**config.mk**
```make
export PLATFORM = sky130hd
export DESIGN_NAME = rst_cause_reg
export DESIGN_NICKNAME = d
export VERILOG_FILES = /design/src/rtl/rcf_pkg.sv /design/src/rtl/rcf_wait_fsm.sv /design/src/rtl/rcf_flag_bank.sv /design/src/rtl/rcf_osc_ctrl.sv /design/src/rtl/rst_cause_reg.sv
export SDC_FILE = /design/constraint.sdc
export NUM_CORES = 1
export LEC_CHECK = 0
export CAP_MARGIN = 20
export CORE_ASPECT_RATIO = 0.6
export CORE_UTILIZATION = 22
export CTS_BUF_LIST = sky130_fd_sc_hd__clkbuf_8
export DETAILED_ROUTE_END_ITERATION = 12
export PLACE_DENSITY = 0.92
export SYNTH_ARGS = -nofsm -noshare
export SYNTH_HDL_FRONTEND = slang
export SYNTH_SLANG_ARGS = --single-unit
```
**constraint.sdc**
```tcl
create_clock -name clk -period 1.4 [get_ports clk]
set_input_delay 0.14 -clock clk [delete_from_list [all_inputs] [get_ports clk]]
set_output_delay 0.14 -clock clk [all_outputs]
set_load 0.005 [all_outputs]
```
**src/rtl/rcf_pkg.sv**
```systemverilog
package rcf_pkg;
    typedef enum logic [1:0] {
        ST_FREE   = 2'd0,
        ST_FOLLOW = 2'd1,
        ST_STALL  = 2'd2
    } acc_state_e;
endpackage

```
**src/rtl/rcf_wait_fsm.sv**
```systemverilog
module rcf_wait_fsm
    import rcf_pkg::*;
(
    input  logic clk,
    input  logic rst_n,
    input  logic sel,
    output logic ready
);
    acc_state_e state_q, state_d;

    always_ff @(posedge clk or negedge rst_n) begin
        if (!rst_n) state_q <= ST_FREE;
        else        state_q <= state_d;
    end

    always_comb begin
        state_d = state_q;
        ready   = 1'b0;
        unique case (state_q)
            ST_FREE: begin
                ready   = sel;
                state_d = sel ? ST_FOLLOW : ST_FREE;
            end
            ST_FOLLOW: begin
                ready   = 1'b0;
                state_d = sel ? ST_STALL : ST_FREE;
            end
            ST_STALL: begin
                ready   = sel;
                state_d = sel ? ST_FOLLOW : ST_FREE;
            end
            default: begin
                ready   = 1'b0;
                state_d = ST_FREE;
            end
        endcase
        if (!rst_n) ready = 1'b0;
    end
endmodule

```
**src/rtl/rcf_flag_bank.sv**
```systemverilog
module rcf_flag_bank #(
    parameter int                   NUM_FLAGS = 6,
    parameter logic [NUM_FLAGS-1:0] RST_VAL   = '0
) (
    input  logic                 clk,
    input  logic                 por_n,
    input  logic [NUM_FLAGS-1:0] evt,
    input  logic                 clr,
    output logic [NUM_FLAGS-1:0] flags
);
    for (genvar k = 0; k < NUM_FLAGS; k++) begin : g_flag
        always_ff @(posedge clk or negedge por_n) begin
            if (!por_n)      flags[k] <= RST_VAL[k];
            else if (evt[k]) flags[k] <= 1'b1;
            else if (clr)    flags[k] <= 1'b0;
        end
    end
endmodule

```
**src/rtl/rcf_osc_ctrl.sv**
```systemverilog
module rcf_osc_ctrl (
    input  logic clk,
    input  logic rst_n,
    input  logic wr_en,
    input  logic wbit,
    output logic en
);
    always_ff @(posedge clk or negedge rst_n) begin
        if (!rst_n)     en <= 1'b0;
        else if (wr_en) en <= wbit;
    end
endmodule

```
**src/rtl/rst_cause_reg.sv**
```systemverilog
module rst_cause_reg #(
    parameter int                   DATA_W    = 32,
    parameter int                   NUM_FLAGS = 6,
    parameter int                   FLAG_LSB  = 26,
    parameter int                   RMV_BIT   = 24,
    parameter int                   EN_BIT    = 0,
    parameter int                   RDY_BIT   = 1,
    parameter logic [NUM_FLAGS-1:0] FLAG_RST  = 6'b000011
) (
    input  logic                 clk,
    input  logic                 por_n,
    input  logic                 sys_rst_n,
    input  logic                 sel,
    input  logic                 wr,
    input  logic [DATA_W/8-1:0]  be,
    input  logic [DATA_W-1:0]    wdata,
    output logic [DATA_W-1:0]    rdata,
    output logic                 ready,
    input  logic [NUM_FLAGS-1:0] rst_evt,
    input  logic                 osc_rdy,
    output logic                 osc_en
);
    localparam int RMV_LANE = RMV_BIT / 8;
    localparam int EN_LANE  = EN_BIT / 8;

    logic                 sys_domain_n;
    logic                 wr_fire;
    logic                 rmv_fire;
    logic [NUM_FLAGS-1:0] flags;

    assign sys_domain_n = por_n & sys_rst_n;

    rcf_wait_fsm u_fsm (
        .clk   (clk),
        .rst_n (sys_domain_n),
        .sel   (sel),
        .ready (ready)
    );

    assign wr_fire  = sel & wr & ready;
    assign rmv_fire = wr_fire & be[RMV_LANE] & wdata[RMV_BIT];

    rcf_flag_bank #(
        .NUM_FLAGS (NUM_FLAGS),
        .RST_VAL   (FLAG_RST)
    ) u_flags (
        .clk   (clk),
        .por_n (por_n),
        .evt   (rst_evt),
        .clr   (rmv_fire),
        .flags (flags)
    );

    rcf_osc_ctrl u_osc (
        .clk   (clk),
        .rst_n (sys_domain_n),
        .wr_en (wr_fire & be[EN_LANE]),
        .wbit  (wdata[EN_BIT]),
        .en    (osc_en)
    );

    always_comb begin
        rdata                          = '0;
        rdata[FLAG_LSB +: NUM_FLAGS]   = flags;
        rdata[RDY_BIT]                 = osc_rdy;
        rdata[EN_BIT]                  = osc_en;
    end
endmodule

```
# Word-level counts from Yosys, hierarchy flattened
# Index checks and enable logic that the tools add are counted.
[word_totals] regBits=9 latch_bits=0 ramBits=0 romBits=0 inputBits=48 output_inout_bits=34 n_memories=0
[classes] add_sub_neg=0 n_mul=0 div=0 order_cmp=0 eq_ne=2 n_shift=0 muxes=12 n_bitwise=6 n_reduce_logical=8
[op_table] op="$reduce_bool A2 Y1" count=6
[op_table] op="$mux W1" count=10
[op_table] op="$and A1 B1 Y1" count=6
[op_table] op="$pmux W2 S2" count=1
[op_table] op="$eq A2 B1 Y1 const B" count=1
[op_table] op="$eq A2 B2 Y1 const B" count=1
[op_table] op="$logic_not A2 Y1" count=1
[op_table] op="$mux W2" count=1
[op_table] op="$reduce_or A2 Y1" count=1

# Depth between registers and ports, before layout
# Gate-level depths: netlist of run 1.
[logic_depth] depth_word=9 mapped_depth=3

# Hierarchy
# Synthesis of run 1 repeated with hierarchy kept, for this count alone.
[hier_totals] hier_cells=51 area_unflattened_um2=518.0
[modules_own_cells] module="rst_cause_reg" n_inst=1 cells_per_inst=33 area_per_inst_um2=232.7
[modules_own_cells] module="rcf_flag_bank" n_inst=1 cells_per_inst=13 area_per_inst_um2=201.4
[modules_own_cells] module="rcf_wait_fsm" n_inst=1 cells_per_inst=3 area_per_inst_um2=43.8
[modules_own_cells] module="rcf_osc_ctrl" n_inst=1 cells_per_inst=2 area_per_inst_um2=40.0

# Worst setup path before layout of run 1
# No wires, ideal clock.
[synth_timing] path_kind="reg2reg" start="reg u_fsm.state_q[0]" end="reg u_osc.en" setup_time_ps=125 arrival_time_ps=1052 setup_slack_ps=223 path_stages_with_launch=4 n_path_buf=0 period_less_slack_ps=1177 path_cell_list="dfrtp_1 and4b_1 nand3_1 mux2_4"
[synth_via] elab_chain_len=6 word_cells_on_any_way=7 cone_classes="eq/ne (1); mux (2); bitwise (2); reduce/logical (2)"
[synth_rtl] item="start, declared" line_no="rcf_wait_fsm.sv:9" rtl="acc_state_e state_q, state_d;"
[synth_rtl] item="start signal, assigned" line_no="rcf_wait_fsm.sv:13" rtl="else state_q <= state_d;"
[synth_rtl] item="$eq A2 B2 Y1 / $logic_not A2 Y1 (equally long branches)" line_no="rcf_wait_fsm.sv:19" rtl="unique case (state_q)"
[synth_rtl] item="$reduce_or A2 Y1 (no line) *"
[synth_rtl] item="$mux W1 *" line_no="rcf_wait_fsm.sv:19"
[synth_rtl] item="$mux W1 *" line_no="rcf_wait_fsm.sv:37" rtl="if (!rst_n) ready = 1'b0;"
[synth_rtl] item="net ready" line_no="rst_cause_reg.sv:18" rtl="output logic ready,"
[synth_rtl] item="$and A1 B1 Y1 *" line_no="rst_cause_reg.sv:40" rtl="assign wr_fire = sel & wr & ready;"
[synth_rtl] item="$and A1 B1 Y1 *" line_no="rst_cause_reg.sv:57" rtl=".wr_en (wr_fire & be[EN_LANE]),"
[synth_rtl] item="end signal, assigned" line_no="rcf_osc_ctrl.sv:10" rtl="else if (wr_en) en <= wbit;"
[synth_rtl] item="end, declared" line_no="rcf_osc_ctrl.sv:6" rtl="output logic en"
# The timed path passes the listed nets; every way through them passes the cells marked *.
# A chain may end at the register's enable or synchronous reset.

# Final worst setup path of run 1
[layout_timing] start="reg u_flags.flags[0]" end="out rdata[26]"
[layout_rtl] item="start, declared" line_no="rcf_flag_bank.sv:9" rtl="output logic [NUM_FLAGS-1:0] flags"
[layout_rtl] item="start signal, assigned by index" line_no="rcf_flag_bank.sv:13" rtl="if (!por_n) flags[k] <= RST_VAL[k];"
[layout_rtl] item="end, declared" line_no="rst_cause_reg.sv:17" rtl="output logic [DATA_W-1:0] rdata,"
# No word-level cell between the ends.

==> results of run 1 <==
==> per-layer routing <==
metal	track usage	up-vias
li1	-	156
met1	0.08581	149
met2	0.1383	14
met3	0.04412	2
met4	0.05114	0
met5	0	-
==> placed cells by master (no fill, tap or decap) <==
cell,Yosys,layout
clkbuf_8,0,3
dfstp_2,2,2
and2_1,1,1
mux2_4,1,1
and4b_1,1,1
dlymetal6s2s_1,0,1
nand4_2,1,1
buf_4,26,2
conb_1,1,24
nor2b_1,1,1
clkdlybuf4s50_1,0,21
dlygate4sd2_1,0,1
nand3_1,1,1
inv_1,0,1
a21o_1,6,6
dfrtp_1,6,6
==> repair_timing <==
action | CTS | global route
endpoints found under the setup margin | 1 | 1
cloned | 0 | 0
gates resized for setup | 1 | 1
==> path summary, 6_finish.rpt <==
check	endpoint	slack [ns]	cells past startpoint
worst min-delay path	u_flags.flags[2]	0.21	2
max in group asynchronous	u_osc.en	0.89	3
worst max-delay path	rdata[26]	0.03	1
min in group clk	rdata[1]	0.28	0
worst max register to register	u_flags.flags[4]	0.12	4
worst min register to register	u_fsm.state_q[0]	0.41	1
==> where the power goes <==
| group | internal, µW | switching (µW) | total [µW] |
|---|---|---|---|
| Clock | 190 | 88.8 | 278 |
| Sequential | 243 | 6.32 | 250 |
| Combinational | 75.0 | 39.4 | 114 |
| Total | 508 | 135 | 643 |
==> worst register-to-register path: cells and delay by family, from the launching register on <==
| family | cells | cell delay (ns) |
|---|---|---|
| and+or+nand+nor | 2 | 0.45 |
| DFF | 1 | 0.36 |
| AOI/OAI and AO/OA | 1 | 0.24 |
| buffers and inverters | 1 | 0.12 |
==> area by class of cell <==
type / instances / area (µm²)
Multi-Input combinational cell: 36 / 190.2
Tap cell: 28 / 35.03
Sequential cell: 8 / 202.7
Fill cell: 203 / 1277
Clock inverter: 1 / 3.754
Clock buffer: 3 / 41.29
Timing Repair Buffer: 25 / 246.5
==> state kept, by name, indices dropped and copies added, names as in the netlist <==
| register | count |
|---|---|
| u_fsm.state_q | 1 |
| u_osc.en | 1 |
| u_flags.flags | 6 |
==> metrics by stage <==
step	TNS (ns)	std cells	power, µW	instance area (µm²)
after floorplan	0	70	345.2	588.1
after global placement	-0.5922	97	367.0	673.1
after detailed placement	-0.7312	97	367.5	673.1
after CTS	0	101	655.4	716.9
after global routing	0	101	684.4	719.4
final	0	101	642.5	719.4
==> logic make-up (layout without fill, tap and decap cells) <==
group                  after synthesis  count (layout)  share of synthesized area
other                                1              24                   0.007474
muxes                                1               1                    0.02992
buffers and inverters               26              29                     0.3890
AOI/OAI and AO/OA                    6               6                    0.08977
DFF                                  8               8                     0.4040
and+or+nand+nor                      5               5                    0.07980
==> key figures, run 1 <==
Clocking
  • Skew-Pair Late Insertion Delay: ~0.23 ns
  • Deepest clock path buffer count: 2
  • Root buffer cell: clkbuf_8
  • TritonCTS Buffers: 3
  • Hold Buf Count CTS: 0
  • CTS tree: yes
  • Sink Count: 8
  • Worst-path clk slew: roughly 0.04 ns
  • CTS H-tree lvls: 1
  • Post-CTS Setup Inserts: 0

Drt
  • Routed WL: ~920 µm
  • Wl on met1: between 300 and 400 µm
  • DR WL met3: between 40 and 50 µm
  • 1st-iter DRT viols: 2
  • First-pass iteration count of the detailed router: 2
  • Detailed-route via count: roughly 320
  • DR vias/cell: roughly 3.2
  • DRT antenna net count: 0
  • Top routing layer in use: met4
  • Post-route DRC: 0
  • Met2 routed WL: ~500 µm
  • Detailed-route wire length per cell: between 9 and 10 µm

Synth
  • Post-synth top area share: 0.3890
  • EDFF count, synth: 0
  • Synth Warn #: 0
  • Synth cell types: 11
  • Synth cell count leaders: buf_4 (26), a21o_1 (6), dfrtp_1 (6)
  • Area contributors post-synth: buf_4 (39%), dfrtp_1 (30%), dfstp_2 (10%), a21o_1 (9.0%), mux2_4 (3.0%)
  • Most frequent cell after synthesis: buf_4
  • Mean Syn Cell Area: 10.68 µm²
  • Sequential fraction of the synthesis area: 0.4040
  • Post-Syn Area: around 500 µm²
  • Asr flop ratio synth: 1.000
  • Cell taking the most area after synthesis: buf_4
  • Cells after Synth: 47
  • Main synth FF type: dfrtp_1
  • Synthesized flop and latch total: 8

Floorplanning
  • Top Ports: 82
  • Die H: between 30 and 40 µm
  • Die X: ~64 µm
  • Row count: 12
  • DIE AREA: approximately 2500 µm²
  • Initial core utilization: 0.2513
  • Core box area: 1997 µm²

Timing
  • Setup WS post-layout: around 0.032 ns
  • Final hold slack: 0.2060 ns
  • Skew final: between 0.002 and 0.003 ns
  • F_max: around 0.73 GHz
  • Hold Fails Final Rpt: 0
  • Max-slew violations: 0
  • RSZ-0062 raised after global routing: false
  • Setup Viol. Count Final: 0
  • Fin crit period: between 1 and 1.5 ns
  • Post-route clock period utilization: 0.9773

Power
  • PD cells: 893.1 nW/µm²
  • Leak pwr: 0.0003340 µW
  • Max VDD drop: around 0.29 mV

Setup path
  • Critical Path AT: approximately 1.2 ns
  • Crit-path cells: clkdlybuf4s50_1
  • CP top delay family: flip-flops
  • Slowest CP cell: dfstp_2
  • WP buf/inv: 1
  • Crit-path max FO: 2
  • Worst setup SP type: flop
  • Critical path launch point: u_flags.flags[0]
  • WP data required: between 1 and 1.5 ns
  • CP Capture Type: primary output
  • Crit Path Class: flop to primary output
  • FF-to-FF Start: u_fsm.state_q[0]
  • Critical Path Max Stage Delay: between 0.5 and 0.6 ns

GRT
  • GRT overflow: 0
  • Initial antenna violation count: 0
  • Number of global-route vias before repair: between 200 and 300
  • Largest net degree at the start of global routing: 8
  • Global-route wire length before repair: between 1000 and 1500 µm
  • Total track usage: 0.08317

Outcome
  • Status: completed

Hold path
  • Hold WC Path Type: primary input to asynchronous set/reset pin

Place
  • Setup slack at placement: -0.1116 ns
  • DP HPWL: approximately 820 µm
  • RD Place Congestion: just over 0.6
  • Port buffer count: 23

Cells and area
  • ANT cells: 0
  • Layout area overhead: 43.39%
  • Utilization after layout: 0.3603
  • NumNets Final: about 120
  • Layout cells sized above 1: 0.1233

Job
  • Max-Cap Viols: 0
No activity file was read; power rests on OpenSTA's default activity.
==> inputs of run 2 (changes only) <==
--- a/config.mk
+++ b/config.mk
@@ -10,7 +10,9 @@
 export CORE_UTILIZATION = 22
 export CTS_BUF_LIST = sky130_fd_sc_hd__clkbuf_8
 export DETAILED_ROUTE_END_ITERATION = 12
+export HOLD_SLACK_MARGIN = 0.15
 export PLACE_DENSITY = 0.92
+export SKIP_LAST_GASP = 1
 export SYNTH_ARGS = -nofsm -noshare
 export SYNTH_HDL_FRONTEND = slang
 export SYNTH_SLANG_ARGS = --single-unit
==> results of run 2 <==
No change in the layout: final DEF, timing and power equal those of run 1.
==> inputs of run 3 (changes only) <==
--- a/config.mk
+++ b/config.mk
@@ -5,14 +5,15 @@
 export SDC_FILE = /design/constraint.sdc
 export NUM_CORES = 1
 export LEC_CHECK = 0
-export CAP_MARGIN = 20
 export CORE_ASPECT_RATIO = 0.6
 export CORE_UTILIZATION = 22
 export CTS_BUF_LIST = sky130_fd_sc_hd__clkbuf_8
 export DETAILED_ROUTE_END_ITERATION = 12
 export HOLD_SLACK_MARGIN = 0.15
 export PLACE_DENSITY = 0.92
+export RECOVER_POWER = 50
 export SKIP_LAST_GASP = 1
+export SLEW_MARGIN = 30
 export SYNTH_ARGS = -nofsm -noshare
 export SYNTH_HDL_FRONTEND = slang
 export SYNTH_SLANG_ARGS = --single-unit
==> key figures, run 3 (same netlist as run 1, synthesis figures left out) <==
Setup path
  • Crit-path cells: clkdlybuf4s50_1
  • Crit-path max FO: 2
  • CP Capture Type: primary output
  • Worst setup SP type: flop
  • CP top delay family: flip-flops
  • Crit Path Class: flop to primary output
  • Slowest CP cell: dfstp_2
  • Critical Path AT: approximately 1.2 ns
  • WP buf/inv: 1
  • Critical Path Max Stage Delay: about 0.52 ns
  • WP data required: 1.26 ns

Drt
  • First-pass iteration count of the detailed router: 2
  • DRT antenna net count: 0
  • Detailed-route wire length per cell: 9.089 µm
  • DR vias/cell: around 3.2
  • Detailed-route via count: about 320
  • 1st-iter DRT viols: 1
  • Post-route DRC: 0
  • Routed WL: between 900 and 1000 µm

Clocking
  • Skew-Pair Late Insertion Delay: between 0.2 and 0.25 ns
  • Root buffer cell: clkbuf_8
  • CTS H-tree lvls: 1
  • TritonCTS Buffers: 3
  • Worst-path clk slew: around 0.040 ns
  • Sink Count: 8
  • Deepest clock path buffer count: 2
  • Post-CTS Setup Inserts: 0
  • CTS tree: yes
  • CTS resizes: 1
  • Hold Buf Count CTS: 0

Job
  • Max-Cap Viols: 0

GRT
  • Total track usage: 0.08317
  • Grt met2 use: 0.1383
  • Largest net degree at the start of global routing: 8
  • Number of global-route vias before repair: between 200 and 300
  • Global-route wire length before repair: between 1000 and 1500 µm
  • Met3 usage in global routing: 0.04412
  • Initial antenna violation count: 0
  • Met1 GRT Util: 0.08581
  • GRT overflow: 0
  • GRT busiest layer: met2

Timing
  • Skew final: 0.003101 ns
  • Post-route clock period utilization: 0.9772
  • Max-slew violations: 0
  • Hold Fails Final Rpt: 0
  • RSZ-0062 raised after global routing: false
  • Fin crit period: approximately 1.4 ns
  • F_max: approximately 0.73 GHz
  • Setup WS post-layout: between 0.03 and 0.04 ns
  • Setup Viol. Count Final: 0

Power
  • Max VDD drop: around 0.29 mV
  • Leak pwr: 0.0003303 µW
  • PD cells: between 800 and 900 nW/µm²
  • Pwr Total: around 640 µW

Cells and area
  • Layout area overhead: 42.14%
  • Most common cell after layout, fill and taps aside: conb_1
  • Layout cells sized above 1: 0.1096
  • Top Registers: u_flags.flags: 6 flops, u_fsm.state_q: 1 flops, u_osc.en: 1 flops
  • Max reg flops: 6
  • Biggest register: u_flags.flags
  • ANT cells: 0
  • Most frequent cells in the layout: conb_1 (24), clkdlybuf4s50_1 (21), a21o_1 (6), dfrtp_1 (6), clkbuf_8 (3)
  • Fin area: around 700 µm²
  • NumNets Final: around 120

Place
  • Setup slack at placement: -0.1116 ns
  • Post-Place Cell Area: 673.1 µm²
  • DP HPWL: around 820 µm
  • RD Place Congestion: 0.6173
  • Port buffer count: 23

Floorplanning
  • Row count: 12
  • Top Ports: 82
  • Initial core utilization: 0.2513
  • Core box area: ~2000 µm²
  • Die X: roughly 64 µm
  • Die H: slightly below 40 µm
  • DIE AREA: 2482 µm²

Outcome
  • Status: completed

Hold path
  • Hold WC Path Type: primary input to asynchronous set/reset pin
==> run 3: cell count changes in the layout (fill, tap and decap cells not counted) <==
| cell | before | now |
|---|---|---|
| clkdlybuf4s25_1 | 0 | 1 |
| dlymetal6s2s_1 | 1 | 0 |
| and2_0 | 0 | 1 |
| and2_1 | 1 | 0 |
| clkbuf_1 | 0 | 1 |
| buf_4 | 2 | 1 |
==> run 3: final cells by class <==
class | instances | area [µm²]
Fill cell | 205 | 1284
Timing Repair Buffer | 25 | 240.2
Sequential cell | 8 | 202.7
Multi-Input combinational cell | 36 | 190.2
Clock buffer | 3 | 41.29
Tap cell | 28 | 35.03
Clock inverter | 1 | 3.754
==> run 3: through the flow <==
stage | instances | hold WS, ns | utilization | TNS, ns
3_5_place_dp | 97 | 0.2800 | 0.3371 | -0.7312
3_3_place_gp | 97 | 0.2800 | 0.3371 | -0.5922
6_report | 101 | 0.2234 | 0.3571 | 0
5_1_grt | 101 | 0.2589 | 0.3571 | 0
4_1_cts | 101 | 0.2054 | 0.3590 | 0
2_1_floorplan | 70 | -0.1556 | - | 0
==> run 3: metal layers <==
layer,wire (µm),part of all wire
met1,360,0.39
met2,491,0.53
met3,44,0.048
met4,22,0.024
met5,0,0
==> run 3: final timing paths <==
| path | to | slack (ns) | from | cells past startpoint |
|---|---|---|---|---|
| setup reg to reg | u_flags.flags[4] | 0.12 | u_fsm.state_q[0] | 4 |
| hold / removal | u_fsm.state_q[0] | 0.22 | sys_rst_n | 2 |
| min in group clk | rdata[1] | 0.28 | osc_rdy | 0 |
| setup / recovery | rdata[26] | 0.03 | u_flags.flags[0] | 1 |
| hold reg to reg | u_fsm.state_q[0] | 0.41 | u_fsm.state_q[0] | 1 |
| max in group asynchronous | u_osc.en | 0.65 | por_n | 3 |
==> run 3: power by group <==
group	switching [µW]	internal, µW
clock	88.7	190
sequential	6.34	243
combinational	39.6	73.6
